## src/rtl/osd_win_pkg.sv

```systemverilog
package osd_win_pkg;

    localparam int ROW_W   = 4;
    localparam int COL_W   = 5;
    localparam int RGB_W   = 3;
    localparam int CODE_W  = 2;

    typedef struct packed {
        logic [ROW_W-1:0]  row_lo;
        logic [ROW_W-1:0]  row_hi;
        logic [COL_W-1:0]  col_lo;
        logic [COL_W-1:0]  col_hi;
        logic              en;
        logic              sh_en;
        logic [RGB_W-1:0]  color;
        logic [CODE_W-1:0] sh_w;
        logic [CODE_W-1:0] sh_h;
        logic [RGB_W-1:0]  sh_color;
    } win_cfg_t;

    typedef struct packed {
        logic [RGB_W-1:0] rgb;
        logic             active;
    } ovl_out_t;

endpackage

```

## src/rtl/osd_win_regs.sv

```systemverilog
module osd_win_regs
    import osd_win_pkg::*;
#(
    parameter int NWIN  = 4,
    parameter int SEL_W = $clog2(NWIN)
) (
    input  logic                  clk,
    input  logic                  rst_n,
    input  logic                  we,
    input  logic [SEL_W-1:0]      sel,
    input  win_cfg_t              wdata,
    input  logic                  clr,
    output win_cfg_t [NWIN-1:0]   cfg_o
);

    typedef struct packed {
        win_cfg_t [NWIN-1:0] w;
    } regs_t;

    regs_t regs_d, regs_q;

    always_comb begin
        regs_d = regs_q;
        if (we) begin
            regs_d.w[sel] = wdata;
        end
        if (clr) begin
            for (int i = 0; i < NWIN; i++) begin
                regs_d.w[i].en = 1'b0;
            end
        end
    end

    always_ff @(posedge clk or negedge rst_n) begin
        if (!rst_n) begin
            regs_q <= '0;
        end else begin
            regs_q <= regs_d;
        end
    end

    assign cfg_o = regs_q.w;

    logic [NWIN-1:0] en_vec;
    always_comb begin
        for (int i = 0; i < NWIN; i++) begin
            en_vec[i] = cfg_o[i].en;
        end
    end

    // clear strobe leaves every window disabled on the next cycle
    a_r9_clear_drops_enables: assert property (@(posedge clk) disable iff (!rst_n)
        clr |=> (en_vec == '0));

endmodule

```

## src/rtl/osd_win_hit.sv

```systemverilog
module osd_win_hit
    import osd_win_pkg::*;
#(
    parameter int CELL_W = 12,
    parameter int CELL_H = 18,
    parameter int XW     = 9,
    parameter int YW     = 9
) (
    input  logic              clk,
    input  logic              rst_n,
    input  win_cfg_t          cfg,
    input  logic [ROW_W-1:0]  row,
    input  logic [COL_W-1:0]  col,
    input  logic [XW-1:0]     px_x,
    input  logic [YW-1:0]     px_y,
    output logic              in_body,
    output logic              in_shadow
);

    localparam int OFS_W = CODE_W + 2;

    logic             bounds_ok;
    logic [OFS_W-1:0] sh_dx, sh_dy;
    logic [XW-1:0]    x_lo, x_hi;
    logic [YW-1:0]    y_lo, y_hi;
    logic             body_raw, shadow_raw;

    always_comb begin
        bounds_ok = (cfg.row_lo <= cfg.row_hi) && (cfg.col_lo <= cfg.col_hi);
        sh_dx = OFS_W'({cfg.sh_w, 1'b0}) + OFS_W'(2);
        sh_dy = OFS_W'({cfg.sh_h, 1'b0}) + OFS_W'(2);
        x_lo  = XW'(cfg.col_lo) * XW'(CELL_W) + XW'(sh_dx);
        x_hi  = (XW'(cfg.col_hi) + XW'(1)) * XW'(CELL_W) + XW'(sh_dx);
        y_lo  = YW'(cfg.row_lo) * YW'(CELL_H) + YW'(sh_dy);
        y_hi  = (YW'(cfg.row_hi) + YW'(1)) * YW'(CELL_H) + YW'(sh_dy);

        body_raw   = (row >= cfg.row_lo) && (row <= cfg.row_hi) &&
                     (col >= cfg.col_lo) && (col <= cfg.col_hi);
        shadow_raw = (px_x >= x_lo) && (px_x < x_hi) &&
                     (px_y >= y_lo) && (px_y < y_hi);

        in_body   = cfg.en && bounds_ok && body_raw;
        in_shadow = cfg.en && bounds_ok && cfg.sh_en && shadow_raw && !body_raw;
    end

    // reversed bounds never light a pixel
    a_r3_bad_bounds_no_hit: assert property (@(posedge clk) disable iff (!rst_n)
        ((cfg.row_lo > cfg.row_hi) || (cfg.col_lo > cfg.col_hi)) |-> !(in_body || in_shadow));

    // shadow needs its own enable
    a_r7_shadow_needs_enable: assert property (@(posedge clk) disable iff (!rst_n)
        !cfg.sh_en |-> !in_shadow);

    // a window's shadow never lands on its own body
    a_r7_shadow_off_body: assert property (@(posedge clk) disable iff (!rst_n)
        !(in_body && in_shadow));

endmodule

```

## src/rtl/osd_win_prio.sv

```systemverilog
module osd_win_prio
    import osd_win_pkg::*;
#(
    parameter int NWIN = 4
) (
    input  logic                 clk,
    input  logic                 rst_n,
    input  win_cfg_t [NWIN-1:0]  cfg,
    input  logic [NWIN-1:0]      in_body,
    input  logic [NWIN-1:0]      in_shadow,
    output logic [NWIN-1:0]      winner,
    output logic [RGB_W-1:0]     rgb,
    output logic                 active
);

    always_comb begin
        logic found;
        found  = 1'b0;
        winner = '0;
        rgb    = '0;
        for (int i = 0; i < NWIN; i++) begin
            if (!found && (in_body[i] || in_shadow[i])) begin
                found     = 1'b1;
                winner[i] = 1'b1;
                rgb       = in_body[i] ? cfg[i].color : cfg[i].sh_color;
            end
        end
        active = found;
    end

    // at most one window owns a pixel
    a_r4_one_winner: assert property (@(posedge clk) disable iff (!rst_n)
        $onehot0(winner));

    // the top-priority window always wins where it lies
    a_r4_top_wins: assert property (@(posedge clk) disable iff (!rst_n)
        (in_body[0] || in_shadow[0]) |-> winner[0]);

endmodule

```

## src/rtl/osd_window_overlay.sv

```systemverilog
module osd_window_overlay
    import osd_win_pkg::*;
#(
    parameter int NWIN   = 4,
    parameter int CELL_W = 12,
    parameter int CELL_H = 18,
    localparam int SEL_W = $clog2(NWIN),
    localparam int DX_W  = $clog2(CELL_W),
    localparam int DY_W  = $clog2(CELL_H)
) (
    input  logic                     clk,
    input  logic                     rst_n,
    input  logic                     cfg_we,
    input  logic [SEL_W-1:0]         cfg_sel,
    input  logic [ROW_W-1:0]         cfg_row_lo,
    input  logic [ROW_W-1:0]         cfg_row_hi,
    input  logic [COL_W-1:0]         cfg_col_lo,
    input  logic [COL_W-1:0]         cfg_col_hi,
    input  logic                     cfg_en,
    input  logic                     cfg_sh_en,
    input  logic [RGB_W-1:0]         cfg_color,
    input  logic [CODE_W-1:0]        cfg_sh_w,
    input  logic [CODE_W-1:0]        cfg_sh_h,
    input  logic [RGB_W-1:0]         cfg_sh_color,
    input  logic                     en_clear,
    input  logic [ROW_W-1:0]         cell_row,
    input  logic [COL_W-1:0]         cell_col,
    input  logic [DX_W-1:0]          dot_x,
    input  logic [DY_W-1:0]          dot_y,
    output logic [RGB_W-1:0]         ovl_rgb,
    output logic                     ovl_active
);

    localparam int MAX_SH = 8;
    localparam int XW = $clog2(((1 << COL_W) + 1) * CELL_W + MAX_SH + 1);
    localparam int YW = $clog2(((1 << ROW_W) + 1) * CELL_H + MAX_SH + 1);

    win_cfg_t            wdata;
    win_cfg_t [NWIN-1:0] cfg;
    logic [XW-1:0]       px_x;
    logic [YW-1:0]       px_y;
    logic [NWIN-1:0]     in_body, in_shadow, winner;
    logic [RGB_W-1:0]    p_rgb;
    logic                p_active;
    ovl_out_t            out_d, out_q;

    always_comb begin
        wdata.row_lo   = cfg_row_lo;
        wdata.row_hi   = cfg_row_hi;
        wdata.col_lo   = cfg_col_lo;
        wdata.col_hi   = cfg_col_hi;
        wdata.en       = cfg_en;
        wdata.sh_en    = cfg_sh_en;
        wdata.color    = cfg_color;
        wdata.sh_w     = cfg_sh_w;
        wdata.sh_h     = cfg_sh_h;
        wdata.sh_color = cfg_sh_color;
    end

    osd_win_regs #(.NWIN(NWIN), .SEL_W(SEL_W)) u_regs (
        .clk   (clk),
        .rst_n (rst_n),
        .we    (cfg_we),
        .sel   (cfg_sel),
        .wdata (wdata),
        .clr   (en_clear),
        .cfg_o (cfg)
    );

    always_comb begin
        px_x = XW'(cell_col) * XW'(CELL_W) + XW'(dot_x);
        px_y = YW'(cell_row) * YW'(CELL_H) + YW'(dot_y);
    end

    for (genvar g = 0; g < NWIN; g++) begin : g_hit
        osd_win_hit #(
            .CELL_W (CELL_W),
            .CELL_H (CELL_H),
            .XW     (XW),
            .YW     (YW)
        ) u_hit (
            .clk       (clk),
            .rst_n     (rst_n),
            .cfg       (cfg[g]),
            .row       (cell_row),
            .col       (cell_col),
            .px_x      (px_x),
            .px_y      (px_y),
            .in_body   (in_body[g]),
            .in_shadow (in_shadow[g])
        );
    end

    osd_win_prio #(.NWIN(NWIN)) u_prio (
        .clk       (clk),
        .rst_n     (rst_n),
        .cfg       (cfg),
        .in_body   (in_body),
        .in_shadow (in_shadow),
        .winner    (winner),
        .rgb       (p_rgb),
        .active    (p_active)
    );

    always_comb begin
        out_d.rgb    = p_rgb;
        out_d.active = p_active;
    end

    always_ff @(posedge clk or negedge rst_n) begin
        if (!rst_n) begin
            out_q <= '0;
        end else begin
            out_q <= out_d;
        end
    end

    assign ovl_rgb    = out_q.rgb;
    assign ovl_active = out_q.active;

    // an uncovered pixel is black
    a_r10_idle_black: assert property (@(posedge clk) disable iff (!rst_n)
        !ovl_active |-> (ovl_rgb == '0));

    // a winning window one cycle earlier shows up as coverage now
    a_r2_one_cycle_latency: assert property (@(posedge clk) disable iff (!rst_n)
        (winner != '0) |=> ovl_active);

endmodule

```

## config.mk

```make
export PLATFORM = sky130hd
export DESIGN_NAME = osd_window_overlay
export DESIGN_NICKNAME = d
export VERILOG_FILES = /design/src/rtl/osd_win_pkg.sv /design/src/rtl/osd_win_regs.sv /design/src/rtl/osd_win_hit.sv /design/src/rtl/osd_win_prio.sv /design/src/rtl/osd_window_overlay.sv
export SDC_FILE = /design/constraint.sdc
export NUM_CORES = 1
export LEC_CHECK = 0
export BUFFER_PORTS_ARGS = -buffer_cell sky130_fd_sc_hd__buf_2
export CAP_MARGIN = 30
export CORE_ASPECT_RATIO = 1.2
export CORE_MARGIN = 4
export CORE_UTILIZATION = 32
export CTS_BUF_LIST = sky130_fd_sc_hd__clkbuf_16
export CTS_CLUSTER_DIAMETER = 80
export CTS_CLUSTER_SIZE = 8
export DETAILED_ROUTE_END_ITERATION = 10
export PLACE_DENSITY = 0.45
export SYNTH_ARGS = -nofsm -noshare
export SYNTH_HDL_FRONTEND = slang
export SYNTH_SLANG_ARGS = --single-unit
```

## constraint.sdc

```tcl
create_clock -name clk -period 4.9 [get_ports clk]
set_input_delay 0.98 -clock clk [delete_from_list [all_inputs] [get_ports clk]]
set_output_delay 0.98 -clock clk [all_outputs]
set_load 0.02 [all_outputs]
```

# Word-level counts from Yosys, hierarchy flattened
# Index checks and enable logic that the tools add are counted.
# classes
add_sub_neg,34
multipliers,18
n_lt_le_gt_ge,42
n_mux,20
reduce_logical,64
# op_table
cell,n
$add 9x4->9,17
$bwmux 120,1
$mux 102,1
$ge 9x9->1,8
$lt 9x9->1,8
$demux 30 s2,1
$logic_and 1x1->1,52
$le 5x5->1,8
$mul 4x4->8 const B,5
$mul 9x2->7 const B,4
$mul 9x4->8 const B,4
$mul 5x2->7 const B,5
$add 3x2->4 const B,8
$le 4x4->1,8
$mux 30,1
$add 5x1->6 const B,4
$mux 3,8
$add 4x1->5 const B,4
$ge 5x5->1,4
$ge 4x4->1,4
$add 9x5->9,1
$mux 1,8
$logic_not 1->1,7
$logic_or 1x1->1,4
other kinds (3),3
# word_totals
regBits,124
inputBits,54
out_inout_bits,4
wordCells,220

# Longest topological paths before layout
# depth
ltp_word,20
depth_mapped,22
mapped_depth_nobuf,22

# Modules after synthesis
# From an unflattened synthesis, not the netlist that was laid out.
# unflattened
hier_cells,1669
area_unflattened_um2,15776.4
# modules_own_cells
module,instances,cells_per_inst,area_each_um2,seq_area_each_um2
osd_win_regs,1,261,4480.5,3002.9
osd_win_hit at g_hit[2].u_hit,1,325,2592.5,0.0
osd_win_hit at g_hit[0].u_hit,1,320,2590.0,0.0
osd_win_hit at g_hit[1].u_hit,1,325,2575.0,0.0
osd_win_hit at g_hit[3].u_hit,1,322,2562.5,0.0
osd_window_overlay,1,74,716.9,100.1
osd_win_prio,1,42,259.0,0.0

# Worst setup path before layout
# OpenSTA, ideal clock, no wires.
# synth_timing
path_type,input to register
from,in cell_row[0]
to,reg out_q (netlist bit ovl_rgb[2])
setup_time_ns,0.082
t_arrival_ns,4.226
required_time_ns,4.818
path_slack_ns,0.592
stages,13
path_buffers,0
cell_sequence,ha_1 > ha_1 > ha_1 > nand2_1 > o41ai_1 > ha_1 > a221oi_2 > o21a_1 > nand4_1 > o21ai_4 > nor3b_4 > a22o_1 > o22ai_1
# synth_via
elab_chain_cells,18
elab_cells_between_ends,75
classes_between,add/sub (1); mul (1); order compare (16); mux (11); reduce/logical (46)
# synth_lines
element,line,rtl
from (decl),osd_window_overlay.sv:26,"input logic [ROW_W-1:0] cell_row,"
$mul 4x4->8,osd_window_overlay.sv:72,px_y = YW'(cell_row) * YW'(CELL_H) + YW'(dot_y);
$add 9x5->9,osd_window_overlay.sv:72,
$ge 9x9->1,osd_win_hit.sv:40,(px_y >= y_lo) && (px_y < y_hi);
$logic_and 1x1->1,osd_win_hit.sv:39,shadow_raw = (px_x >= x_lo) && (px_x < x_hi) &&
$logic_and 1x1->1,osd_win_hit.sv:40,
$logic_and 1x1->1 (2 in a row),osd_win_hit.sv:43,in_shadow = cfg.en && bounds_ok && cfg.sh_en && shadow_raw && !body_raw;
$logic_or 1x1->1,osd_win_prio.sv:22,if (!found && (in_body[i] || in_shadow[i])) begin
$mux 1,osd_win_prio.sv:22,
[... 2 more ...],n/a,
$mux 1,osd_win_prio.sv:22,
$logic_not 1->1,osd_win_prio.sv:22,
$logic_and 1x1->1,osd_win_prio.sv:22,
$mux 1,osd_win_prio.sv:22,
$logic_not 1->1,osd_win_prio.sv:22,
$logic_and 1x1->1,osd_win_prio.sv:22,
$mux 3 *,osd_win_prio.sv:22,
net p_rgb[2],osd_window_overlay.sv:43,logic [RGB_W-1:0] p_rgb;
to (signal assigned),osd_window_overlay.sv:114,out_q <= out_d;
to (decl),osd_window_overlay.sv:45,"ovl_out_t out_d, out_q;"
# Mark *: on every way through the listed nets, which the timed path passes. The rest lies on a longest branch.
# A chain may end at the register's enable or synchronous reset.

# Final worst setup path
# layout_timing
from,reg u_regs.regs_q[102] (netlist: u_regs.cfg_o[102])
to,reg out_q (netlist bit ovl_rgb[2])
# layout_via
elab_chain_cells,12
elab_cells_between_ends,21
classes_between,add/sub (2); mul (1); order compare (3); mux (2); reduce/logical (13)
# layout_lines
element,line,rtl
from (decl),osd_win_regs.sv:20,"regs_t regs_d, regs_q;"
from (signal assigned),osd_win_regs.sv:38,regs_q <= regs_d;
$add 5x1->6,osd_win_hit.sv:33,x_hi = (XW'(cfg.col_hi) + XW'(1)) * XW'(CELL_W) + XW'(sh_dx);
$mul 9x2->7,osd_win_hit.sv:33,
$add 9x4->9,osd_win_hit.sv:33,
$lt 9x9->1,osd_win_hit.sv:39,
$logic_and 1x1->1 (2 in a row),osd_win_hit.sv:39,
$logic_and 1x1->1,osd_win_hit.sv:40,
$logic_and 1x1->1 (2 in a row),osd_win_hit.sv:43,
$logic_or 1x1->1,osd_win_prio.sv:22,
$logic_and 1x1->1,osd_win_prio.sv:22,
$mux 3 *,osd_win_prio.sv:22,
net p_rgb[2],osd_window_overlay.sv:43,
# Marks and branches as above.

==> results.txt <==
- For this design the static power due to leakage is 8.53 nW.
- Routability-driven placement finished with a final weighted congestion of 0.818.
- Final-report hold violation count: 0
* Kind of start point of the critical path: register
* Path depth of the worst reg2reg path: 18
- Measured on the finished design, the core utilization comes to 36.4%.
- From synthesis to final layout, the design area changed by 12.8%.
- Net count of the mapped netlist: 2098
* Number of antenna repair diodes: 0
* Hold buffer count at CTS: 0
- In this run the number of H-tree levels came out at 4.
* Detailed placement HPWL: 36400 um
- Worst slew margin: 39.2%
* Most frequent standard cell in the layout excluding fill and tap cells: ha_1
- The die is 209 um wide.
- After synthesis, the share of flip-flops with an asynchronous set or reset is 100%.
- The run finished with clean final reports.
- The kind of cell with the highest combined delay along the critical path is adder cells.
- After detailed placement, the design holds a cell count of 2353.
- Maximum number of buffers from clock root to sink: 2
- Counting I/O delays and the setup requirement, the final critical path takes 4.42 ns.
- Area of the placeable core: 47900 sq um
* Pwr/cell area: 468 nW/um^2
- Most instantiated flip-flop cell in the synthesis netlist: dfrtp_1
- After detailed routing, the average wire length per cell comes to 18.9 um.
- Part of the Yosys area used for sequential elements: 20.1%
- After detailed routing, the wire length on met1 is 22100 um.
* Post-Place Worst Slack: 0.137 ns
- MaxCap Viol Count: 0
- The number of max-slew violations in the final report was 0.
* Leading cell types in the layout, fill and taps excluded: ha_1, inv_1, dfrtp_1
- TritonCTS created 17 clock buffers.
- Once the floorplan was initialized, standard cells occupied 32.3% of the core.
- Number of rows in the core area: 88
- All-Layer GR Usage: 17.7%
- The initial antenna violation count was 0.
* Number of resized instances in the post-cts repair step: 0
- The Yosys step of the flow raised 0 warnings.
- Between clock sinks in the finished design, the worst skew comes to 0.0141 ns.
- Data arrives at the worst endpoint at 4.78 ns.
- CP max FO: 6
* Share of post-route cells with drive strength above 1: 14.0%
* Fill cells: 4916
- Buffers and inverters on the worst path: 3
* Number of enable-type register cells in the synthesized netlist: 0
* Overflow left after global routing: 0
- Via count: 11918
- In the synthesized netlist, the number of instances is 1646.
* Clock latency reported for the late side of the worst-skew pair: 0.49 ns
* Transition at the pin with the smallest max-transition slack: 0.910 ns
- The synthesized netlist occupies a cell area of 15500 sq um.
- Setup repair after global routing left no endpoint under its margin.
- In the final layout, flip-flops and latches occupy 3100 sq um.
- Among all stages on the critical path, the largest delay is contributed by dfrtp_1.
* Avg Inst Size Synth: 9.40 sq um
- DRT iter0 DRCs: 512
- Final critical-path share of the clock period: 90.2%
- Total power for the finished layout comes to 8.16 mW.
- Fin Hold WS: 0.462 ns
- Once placement finished, the instance area stood at 16800 sq um.
* Setup Fix Bufs, Post-CTS: 0
- Top Metal Used: met4
- Class of the tightest hold or removal check: input port to async pin
* Clock root buffer: clkbuf_16
- Synthesis inferred 124 register bits.
- CTS saw 124 sinks.
- Routed Antenna Nets: 0
* Final layout net count: 2194
* Crit Reg-Reg Endpoint: ovl_rgb[2]
- The worst-case IR drop observed on VDD is 0.285 mV.
- Final non-filler cell area: 17400 sq um
- Via/cell ratio: 5.00
- The via count of the first global-routing pass came to 12040.
- Setup violations remaining at the end of the flow were counted as 0.
- After clock tree synthesis, the clock-pin slew on the worst setup and hold paths is 0.06 ns.
- Measured along the y axis, the die boundary spans 249 um.
* Final wirelength: 45100 um
- The critical path goes through inv_1, ha_1, xor2_1, inv_1, fa_1, nor3b_1, nand3_1, xnor2_1, xor2_1, ha_1, a211oi_1, nand3_1, a31oi_1, o211ai_1, o31ai_1, buf_4, a22o_1, o22ai_1.
- STA classifies the critical path endpoint as a register.
- Maximum clock frequency: 226 MHz
- In this design, the stage delay of the slowest critical-path cell is 0.47 ns.
* DRC errors left: 0
- Setup TNS: 0 ns
- For the worst setup path, the data required time is 5.26 ns.
* Port Buffers: 57
- The first global-routing pass estimated 70400 um of wire.
- Number of unique standard cell types used by synthesis: 62
- After the flow finishes, the layout carries non-filler instances totaling 2385.
* R2R setup slack: 0.48 ns
- Wire segments on met3 add up to 1260 um in the final route.
- WL met2: 20700 um
- The worst setup path is of the register to register kind.
* Number of ports placed on the die boundary: 58
- TritonCTS built the clock tree.
- The pre-antenna-repair detailed-routing pass consisted of 4 iterations.
- Worst flop-to-flop path startpoint: u_regs.cfg_o[102]
- In the post-route analysis, the smallest setup slack over all paths is 0.478 ns.
- In the final layout, the multi-input gates occupy 11600 sq um.
- Die outline area: 51900 sq um
- Entering global routing, the biggest net connects 51 pins.
cells in the mapped netlist, types with 3 or more instances:
cell type	instances	area, sq um
a211oi_1	15	113
a21o_1	40	300
a21oi_1	118	591
a21oi_2	3	26.3
a31oi_1	13	81.3
and3_1	7	43.8
clkbuf_1	14	52.6
dfrtp_1	124	3100
fa_1	31	621
ha_1	367	4590
inv_1	182	683
mux2_2	97	1090
mux2i_1	21	210
nand2_1	78	293
nand2b_1	28	175
nand3_1	47	235
nand3b_1	5	37.5
nand4_1	14	87.6
nor2_1	85	319
nor2b_1	16	100
nor3_1	13	65.1
nor3b_1	11	82.6
o2111ai_1	4	35.0
o211a_1	4	40.0
o211ai_1	10	75.1
o21a_1	7	52.6
o21ai_0	67	335
o21ai_1	7	35.0
o21bai_1	11	82.6
o22ai_1	8	50.1
xnor2_1	102	893
xor2_1	60	526
layer usage:
metal | up-vias | track usage [%]
met3 | 41 | 2.81
li1 | 6023 | -
met4 | 0 | 5.17
met5 | - | 0
met2 | 148 | 28.6
met1 | 5706 | 24.4
report_power, final:
group | leakage, nW | switching, mW | internal [mW]
combinational | 6.74 | 2.94 | 2.39
sequential | 1.49 | 0.229 | 1.20
clock | 0.302 | 0.551 | 0.847
total | 8.53 | 3.72 | 4.45
state kept, by name, summed over array words and instances, names as in the netlist:
register	flops
u_regs.cfg_o	120
ovl_rgb	3
ovl_active	1
worst max-delay path by stage:
| stage | startpoint | endpoint | slack [ns] | depth (start not counted) |
|---|---|---|---|---|
| detailed placement | cell_col[1] | ovl_rgb[1] | 0.14 | 17 |
| CTS | u_regs.cfg_o[42] | ovl_rgb[2] | 0.44 | 16 |
| global route | u_regs.cfg_o[102] | ovl_rgb[1] | 0.03 | 18 |
| global placement | cell_col[1] | ovl_rgb[2] | 0.24 | 18 |
| floorplan | cell_row[0] | ovl_rgb[2] | 0.59 | 13 |
| finish | u_regs.cfg_o[102] | ovl_rgb[2] | 0.48 | 18 |
cell families after synthesis:
logic type                 share of synthesized area [%]
DFF                                                 20.1
AOI/OAI and AO/OA                                   13.9
adders and majority gates                           33.7
and+or+nand+nor                                     9.83
muxes                                               8.52
xor gates and xnor gates                            9.17
buffers and inverters                               4.79
layout make-up:
cell class              count  share of cell area (%)
clock inverters            15                    1.14
clock buffers              17                    2.44
multi-input cells        1325                    66.8
flip-flops and latches    124                    17.8
well taps                 630                    4.52
repair buffers             92                    3.43
inverters                 182                    3.92
Power figures use the tool's default switching activity.
